File: config.mk
export PLATFORM = sky130hd
export DESIGN_NAME = keymon_top
export DESIGN_NICKNAME = d
export VERILOG_FILES = /design/src/rtl/keymon_pkg.sv /design/src/rtl/keymon_classify.sv /design/src/rtl/keymon_profile.sv /design/src/rtl/keymon_seq.sv /design/src/rtl/keymon_alarm.sv /design/src/rtl/keymon_top.sv
export SDC_FILE = /design/constraint.sdc
export NUM_CORES = 1
export LEC_CHECK = 0
export ABC_AREA = 1
export ABC_CLOCK_PERIOD_IN_PS = 4800
export BUFFER_PORTS_ARGS = -buffer_cell sky130_fd_sc_hd__buf_2
export CAP_MARGIN = 30
export CORE_UTILIZATION = 40
export DETAILED_ROUTE_END_ITERATION = 8
export PLACE_DENSITY = 0.71
export SKIP_LAST_GASP = 1
export SYNTH_ARGS = -nofsm -noshare
export SYNTH_HDL_FRONTEND = slang
export SYNTH_HIERARCHICAL = 1
export SYNTH_SLANG_ARGS = --single-unit
File: constraint.sdc
create_clock -name clk -period 4.8 [get_ports clk]
set_clock_uncertainty 0.15 [all_clocks]
set_input_delay 0.24 -clock clk [delete_from_list [all_inputs] [get_ports clk]]
set_output_delay 0.24 -clock clk [all_outputs]
set_load 0.1 [all_outputs]
File: src/rtl/keymon_pkg.sv
package keymon_pkg;
  // Cause code: bit 1 = key access while idle, bit 0 = sequence mismatch
  typedef struct packed {
    logic idle_key;
    logic seq_err;
  } cause_t;
endpackage

File: src/rtl/keymon_classify.sv
module keymon_classify #(
  parameter int ADDR_W = 32
) (
  input  logic [ADDR_W-1:0] addr,
  input  logic [ADDR_W-1:0] lo,
  input  logic [ADDR_W-1:0] hi,
  output logic              in_win
);
  // inclusive unsigned window
  always_comb in_win = (addr >= lo) && (addr <= hi);
endmodule

File: src/rtl/keymon_profile.sv
module keymon_profile #(
  parameter int DEPTH = 8,
  parameter int LEN_W = 8,
  localparam int IDX_W = $clog2(DEPTH)
) (
  input  logic             clk,
  input  logic             rst_n,
  input  logic             wr_en,
  input  logic [IDX_W-1:0] wr_idx,
  input  logic [LEN_W-1:0] wr_len,
  input  logic [IDX_W-1:0] rd_a_idx,
  output logic [LEN_W-1:0] rd_a_len,
  input  logic [IDX_W-1:0] rd_b_idx,
  output logic [LEN_W-1:0] rd_b_len
);
  logic [LEN_W-1:0] ent [DEPTH];

  for (genvar g = 0; g < DEPTH; g++) begin : g_ent
    always_ff @(posedge clk or negedge rst_n) begin
      if (!rst_n)                           ent[g] <= '0;
      else if (wr_en && wr_idx == IDX_W'(g)) ent[g] <= wr_len;
    end
  end

  always_comb begin
    rd_a_len = ent[rd_a_idx];
    rd_b_len = ent[rd_b_idx];
  end
endmodule

File: src/rtl/keymon_seq.sv
module keymon_seq #(
  parameter int DEPTH = 8,
  parameter int LEN_W = 8,
  localparam int IDX_W = $clog2(DEPTH)
) (
  input  logic             clk,
  input  logic             rst_n,
  input  logic             restart,
  input  logic             acc,
  input  logic             acc_key,
  input  logic [IDX_W-1:0] last_idx,
  input  logic [IDX_W-1:0] rep_idx,
  input  logic [LEN_W-1:0] exp_cur,
  input  logic [LEN_W-1:0] exp_nxt,
  output logic [IDX_W-1:0] ptr,
  output logic [IDX_W-1:0] nxt_ptr,
  output logic             mismatch
);
  logic [LEN_W-1:0] run_len;
  logic [LEN_W:0]   grown;
  logic             halted;
  logic             same_kind;

  always_comb begin
    // entry parity gives the run class (odd = key)
    same_kind = (acc_key == ptr[0]);
    grown     = {1'b0, run_len} + 1'b1;
    // wrap from last entry back to the repeat section
    nxt_ptr   = (ptr == last_idx) ? rep_idx : ptr + 1'b1;
    mismatch  = 1'b0;
    if (acc && !restart && !halted) begin
      if (same_kind) mismatch = (grown > {1'b0, exp_cur});
      else           mismatch = (run_len != exp_cur) || (exp_nxt == '0);
    end
  end

  always_ff @(posedge clk or negedge rst_n) begin
    if (!rst_n) begin
      ptr     <= '0;
      run_len <= '0;
      halted  <= 1'b0;
    end else if (restart) begin
      ptr     <= '0;
      run_len <= '0;
      halted  <= 1'b0;
    end else if (acc && !halted) begin
      if (mismatch) begin
        halted <= 1'b1;
      end else if (same_kind) begin
        run_len <= grown[LEN_W-1:0];
      end else begin
        ptr     <= nxt_ptr;
        run_len <= LEN_W'(1);
      end
    end
  end

  assert_restart_clears_R8: assert property (@(posedge clk) disable iff (!rst_n)
    restart |=> (ptr == '0 && run_len == '0 && !halted));

  assert_halt_freezes_R8: assert property (@(posedge clk) disable iff (!rst_n)
    (halted && !restart) |=> (halted && $stable(ptr) && $stable(run_len)));

  assert_mismatch_suspends_R3: assert property (@(posedge clk) disable iff (!rst_n)
    mismatch |=> halted);

  assert_idle_gap_R10: assert property (@(posedge clk) disable iff (!rst_n)
    (!acc && !restart) |=> ($stable(ptr) && $stable(run_len)));
endmodule

File: src/rtl/keymon_alarm.sv
module keymon_alarm
  import keymon_pkg::*;
(
  input  logic   clk,
  input  logic   rst_n,
  input  logic   clr,
  input  cause_t evt,
  output cause_t cause
);
  // clear first, then merge this cycle's events
  always_ff @(posedge clk or negedge rst_n) begin
    if (!rst_n) cause <= '0;
    else        cause <= (clr ? cause_t'('0) : cause) | evt;
  end

  assert_sticky_R7: assert property (@(posedge clk) disable iff (!rst_n)
    !clr |=> ((cause | $past(cause)) == cause));

  assert_clear_R7: assert property (@(posedge clk) disable iff (!rst_n)
    (clr && evt == '0) |=> (cause == '0));
endmodule

File: src/rtl/keymon_top.sv
module keymon_top
  import keymon_pkg::*;
#(
  parameter int ADDR_W = 32,
  parameter int DEPTH  = 8,
  parameter int LEN_W  = 8,
  localparam int IDX_W = $clog2(DEPTH)
) (
  input  logic              clk,
  input  logic              rst_n,
  input  logic              mon_en,
  input  logic              enc_active,
  input  logic              alarm_clr,
  input  logic [ADDR_W-1:0] win_base,
  input  logic [ADDR_W-1:0] win_limit,
  input  logic              prof_wr_en,
  input  logic [IDX_W-1:0]  prof_wr_idx,
  input  logic [LEN_W-1:0]  prof_wr_len,
  input  logic [IDX_W-1:0]  prof_last_idx,
  input  logic [IDX_W-1:0]  prof_rep_idx,
  input  logic              snoop_valid,
  input  logic [ADDR_W-1:0] snoop_addr,
  output logic              alarm,
  output logic [1:0]        alarm_cause
);
  logic             is_key;
  logic             acc;
  logic             restart;
  logic [IDX_W-1:0] ptr, nxt_ptr;
  logic [LEN_W-1:0] exp_cur, exp_nxt;
  logic             seq_mis;
  cause_t           evt, cause;

  keymon_classify #(.ADDR_W(ADDR_W)) u_cls (
    .addr(snoop_addr), .lo(win_base), .hi(win_limit), .in_win(is_key));

  keymon_profile #(.DEPTH(DEPTH), .LEN_W(LEN_W)) u_prof (
    .clk(clk), .rst_n(rst_n),
    .wr_en(prof_wr_en), .wr_idx(prof_wr_idx), .wr_len(prof_wr_len),
    .rd_a_idx(ptr), .rd_a_len(exp_cur),
    .rd_b_idx(nxt_ptr), .rd_b_len(exp_nxt));

  always_comb begin
    acc          = snoop_valid && mon_en;
    restart      = !mon_en || alarm_clr;
    evt.seq_err  = seq_mis;
    evt.idle_key = acc && is_key && !enc_active;
  end

  keymon_seq #(.DEPTH(DEPTH), .LEN_W(LEN_W)) u_seq (
    .clk(clk), .rst_n(rst_n), .restart(restart),
    .acc(acc), .acc_key(is_key),
    .last_idx(prof_last_idx), .rep_idx(prof_rep_idx),
    .exp_cur(exp_cur), .exp_nxt(exp_nxt),
    .ptr(ptr), .nxt_ptr(nxt_ptr), .mismatch(seq_mis));

  keymon_alarm u_alm (
    .clk(clk), .rst_n(rst_n), .clr(alarm_clr), .evt(evt), .cause(cause));

  always_comb begin
    alarm_cause = cause;
    alarm       = |cause;
  end

  assert_idle_key_flag_R6: assert property (@(posedge clk) disable iff (!rst_n)
    (snoop_valid && mon_en && is_key && !enc_active) |=> alarm_cause[1]);

  assert_mismatch_flag_R3: assert property (@(posedge clk) disable iff (!rst_n)
    seq_mis |=> alarm_cause[0]);

  assert_quiet_when_off_R9: assert property (@(posedge clk) disable iff (!rst_n)
    (!mon_en && alarm_clr) |=> (alarm_cause == 2'b00));

  assert_alarm_level_R7: assert property (@(posedge clk) disable iff (!rst_n)
    alarm == (alarm_cause != 2'b00));
endmodule

==> results.py <==
metrics = {
    "clocking": {
        "clkTransAtPathRegs_ns": 0.06,
        "hold_buffers": 10,
        "cts.path.max_buffers": 2,
        "cts_tree": "yes",
        "cts_buffers": 9,
        "htreeDepth": 3,
        "clock-sinks": 78,
        "post_cts_resized": 0,
        "clk_latency_ns": 0.35,
        "cts_setup_buffers": 0,
        "clockRootBuffer": "clkbuf_16",
    },
    "run_status": {
        "status": "finished clean",
    },
    "grt": {
        "grt_pass1_wl_um": 30500,
        "grt_overflow": 0,
        "grt.total_usage": 0.213,
        "grt_pass1_vias": 6572,
        "antenna_found_initial": 0,
        "grt_max_degree": 45,
    },
    "route": {
        "ant_nets": 0,
        "routed_wl_um": 18300,
        "vias": 6963,
        "drc_errors": 0,
        "drt_pass1_iterations": 6,
        "drtIter0Drc": 436,
        "routed_via_density": 4.90,
        "wl_per_cell_um": 12.9,
    },
    "placed_design": {
        "dp_hpwl_um": 14300,
        "numPortBuffers": 122,
        "place_congestion": 0.894,
    },
    "timing": {
        "min_period_over_period": 0.809,
        "setup_tns_ns": 0,
        "worst_pin_slew_ns": 1.00,
        "max_freq_mhz": 257,
        "final_max_slew_viol_count": 0,
        "relSlewSlack": 0.332,
        "rsz0062_at_grt": "no",
        "layout_min_cycle_time_ns": 3.88,
        "finalSetupViolCount": 0,
        "hold_viol": 0,
    },
    "synth": {
        "synthTopCellsByCount": "423 x nand2_1, 192 x inv_1, 86 x nand3_1, 78 x dfrtp_1",
        "synthAdderAreaFrac": 0.135,
        "synth-simple-area-share": 0.351,
        "synth.distinct_cells": 33,
        "synth_area_leaders": "dfrtp_1 28%, nand2_1 23%, ha_1 14%",
        "ys_warn_count": 6,
        "netlist_area_um2": 6850,
        "ys_seq_area_frac": 0.285,
        "synth_top_family_by_area": "simple AND/OR/NAND/NOR gates",
        "yosysTopAreaCell": "dfrtp_1",
        "avgSynthCellArea_um2": 6.33,
        "syn_inst": 1082,
        "synthXorXnorAreaFrac": 0.0126,
        "synth_top_area_frac": 0.285,
        "ys_seq_elements": 78,
        "synth_edf_count": 0,
        "async_reset_ff_frac": 1.00,
        "synth.most_common_cell": "nand2_1",
        "synth_flop_cell": "dfrtp_1",
        "muxShareOfSynthArea": 0,
        "synthesis.nets": 1276,
        "synth-compound-area-share": 0.0851,
    },
    "critical_path": {
        "setup.worst_path.end_class": "flip-flop",
        "worstSetupPathType": "flip-flop to flip-flop",
        "reg2reg_depth": 21,
        "arrival_ns": 4.02,
        "startpoint_type": "flip-flop",
        "r2r-start": "u_seq/ptr[1]$_DFFE_PN0P_",
        "setup.worst_path.start": "u_seq/ptr[1]$_DFFE_PN0P_",
        "cp_max_fo": 20,
        "crit_required_ns": 4.93,
    },
    "hold_path": {
        "holdCritStartpoint": "enc_active",
        "hold_path_class": "primary input to flip-flop",
        "hold_depth": 6,
    },
    "final_layout": {
        "diodes": 0,
        "drive_gt1_frac": 0.136,
        "nNetsFinal": 1391,
        "fillers": 1689,
        "post-route-util": 0.481,
        "area_growth_pct": 16.9,
    },
    "power_and_ir_drop": {
        "irDropWorstVdd_v": 0.000182,
        "p_leak_nw": 4.81,
        "p_per_area_nw_per_um2": 305,
    },
    "die": {
        "die-area_um2": 17700,
        "initial_utilization": 0.412,
        "die_w_um": 133,
        "die_h_um": 133,
        "io_pins": 123,
        "row_count": 47,
        "core_um2": 16600,
    },
    "job": {
        "cap_viol_max_count": 0,
    },
}
==> layout by cell type (no fill, tap or decap), types with 2 or more instances in the layout <==
cell	instances
nand3_1	86
buf_4	3
nor3_1	4
clkbuf_16	9
inv_6	3
dfrtp_1	78
ha_1	74
xnor2_1	4
nor2_2	7
nand2_1	423
nand4_1	7
buf_2	121
o21ai_0	74
inv_1	192
a21o_1	2
nor2_1	43
clkinvlp_4	2
or2_2	2
o21a_1	3
nand2_2	6
xor2_1	4
dlygate4sd3_1	10
a21oi_1	31
==> routing by layer <==
layer	track usage	share of wire
met1	0.254	0.44
met2	0.376	0.49
met3	0.0333	0.050
met4	0.0971	0.030
met5	0	0
==> kinds of logic after synthesis <==
group / Yosys count
adder cells (fa/ha/maj): 74
AND/OR/NAND/NOR: 584
buffers and inverters: 225
flip-flops: 78
AO/OA/AOI/OAI: 112
XOR/XNOR: 9
==> registers in the layout, indices dropped and copies added, names as in the netlist <==
register	cells
u_alm/cause	2
u_prof/ent	64
u_seq/halted	1
u_seq/ptr	3
u_seq/run_len	8
==> through the flow <==
| step | worst slack [ns] | std cells | hold WS (ns) | area [µm²] | power, mW |
|---|---|---|---|---|---|
| floorplan | 2.08 | 1082 | -0.206 | 6850 | 1.48 |
| global placement | 1.01 | 1395 | 0.309 | 7590 | 1.71 |
| detailed placement | 0.963 | 1396 | 0.0819 | 7610 | 1.73 |
| CTS | 0.918 | 1422 | 0.0396 | 8010 | 2.45 |
| global route | 0.566 | 1422 | 0.0595 | 8010 | 2.63 |
| finish | 0.916 | 1422 | 0.0455 | 8010 | 2.44 |
==> worst max-delay path, cell delays in order, from the launching register on <==
cell	delay [ns]
dfrtp_1	0.87
xnor2_1	0.19
nand3_1	0.18
nand2_1	0.09
o21ai_0	0.11
inv_1	0.44
inv_1	0.43
nand3_1	0.20
nand2_1	0.07
nand2_1	0.06
nand2_1	0.06
nor2_1	0.10
nand2_1	0.06
nor2_1	0.15
nor2_1	0.07
nand2_1	0.06
nand2_1	0.11
nand2_1	0.11
nand2_2	0.10
nand2_2	0.09
nand2_1	0.06
nand2_1	0.09
==> cell type report <==
cell class / instances / area [µm²] / share of cell area
multi-input combinational: 779 / 4000 / 0.500
sequential: 78 / 1950 / 0.244
timing repair buffer: 135 / 748 / 0.0934
inverter: 194 / 728 / 0.0909
tap: 220 / 275 / 0.0344
clock buffer: 9 / 225 / 0.0281
clock inverter: 7 / 80.1 / 0.00999
==> power breakdown <==
part	switching, mW	internal, mW	total (mW)
Clock	0.297	0.409	0.706
Combinational	0.582	0.325	0.908
Sequential	0.0637	0.764	0.828
Total	0.943	1.50	2.44
==> worst paths after layout <==
path                                               to  slack [ns]
max reg2reg                  u_seq/ptr[1]$_DFFE_PN0P_        0.92
max in group asynchronous  u_prof/ent[43]$_DFFE_PN0P_        3.65
max                          u_seq/ptr[1]$_DFFE_PN0P_        0.92
min in group asynchronous  u_prof/ent[32]$_DFFE_PN0P_        0.25
min reg2reg                u_prof/ent[45]$_DFFE_PN0P_        0.33
min                          u_alm/cause[1]$_DFF_PN0_        0.05
(Power assumes the default switching activity.)
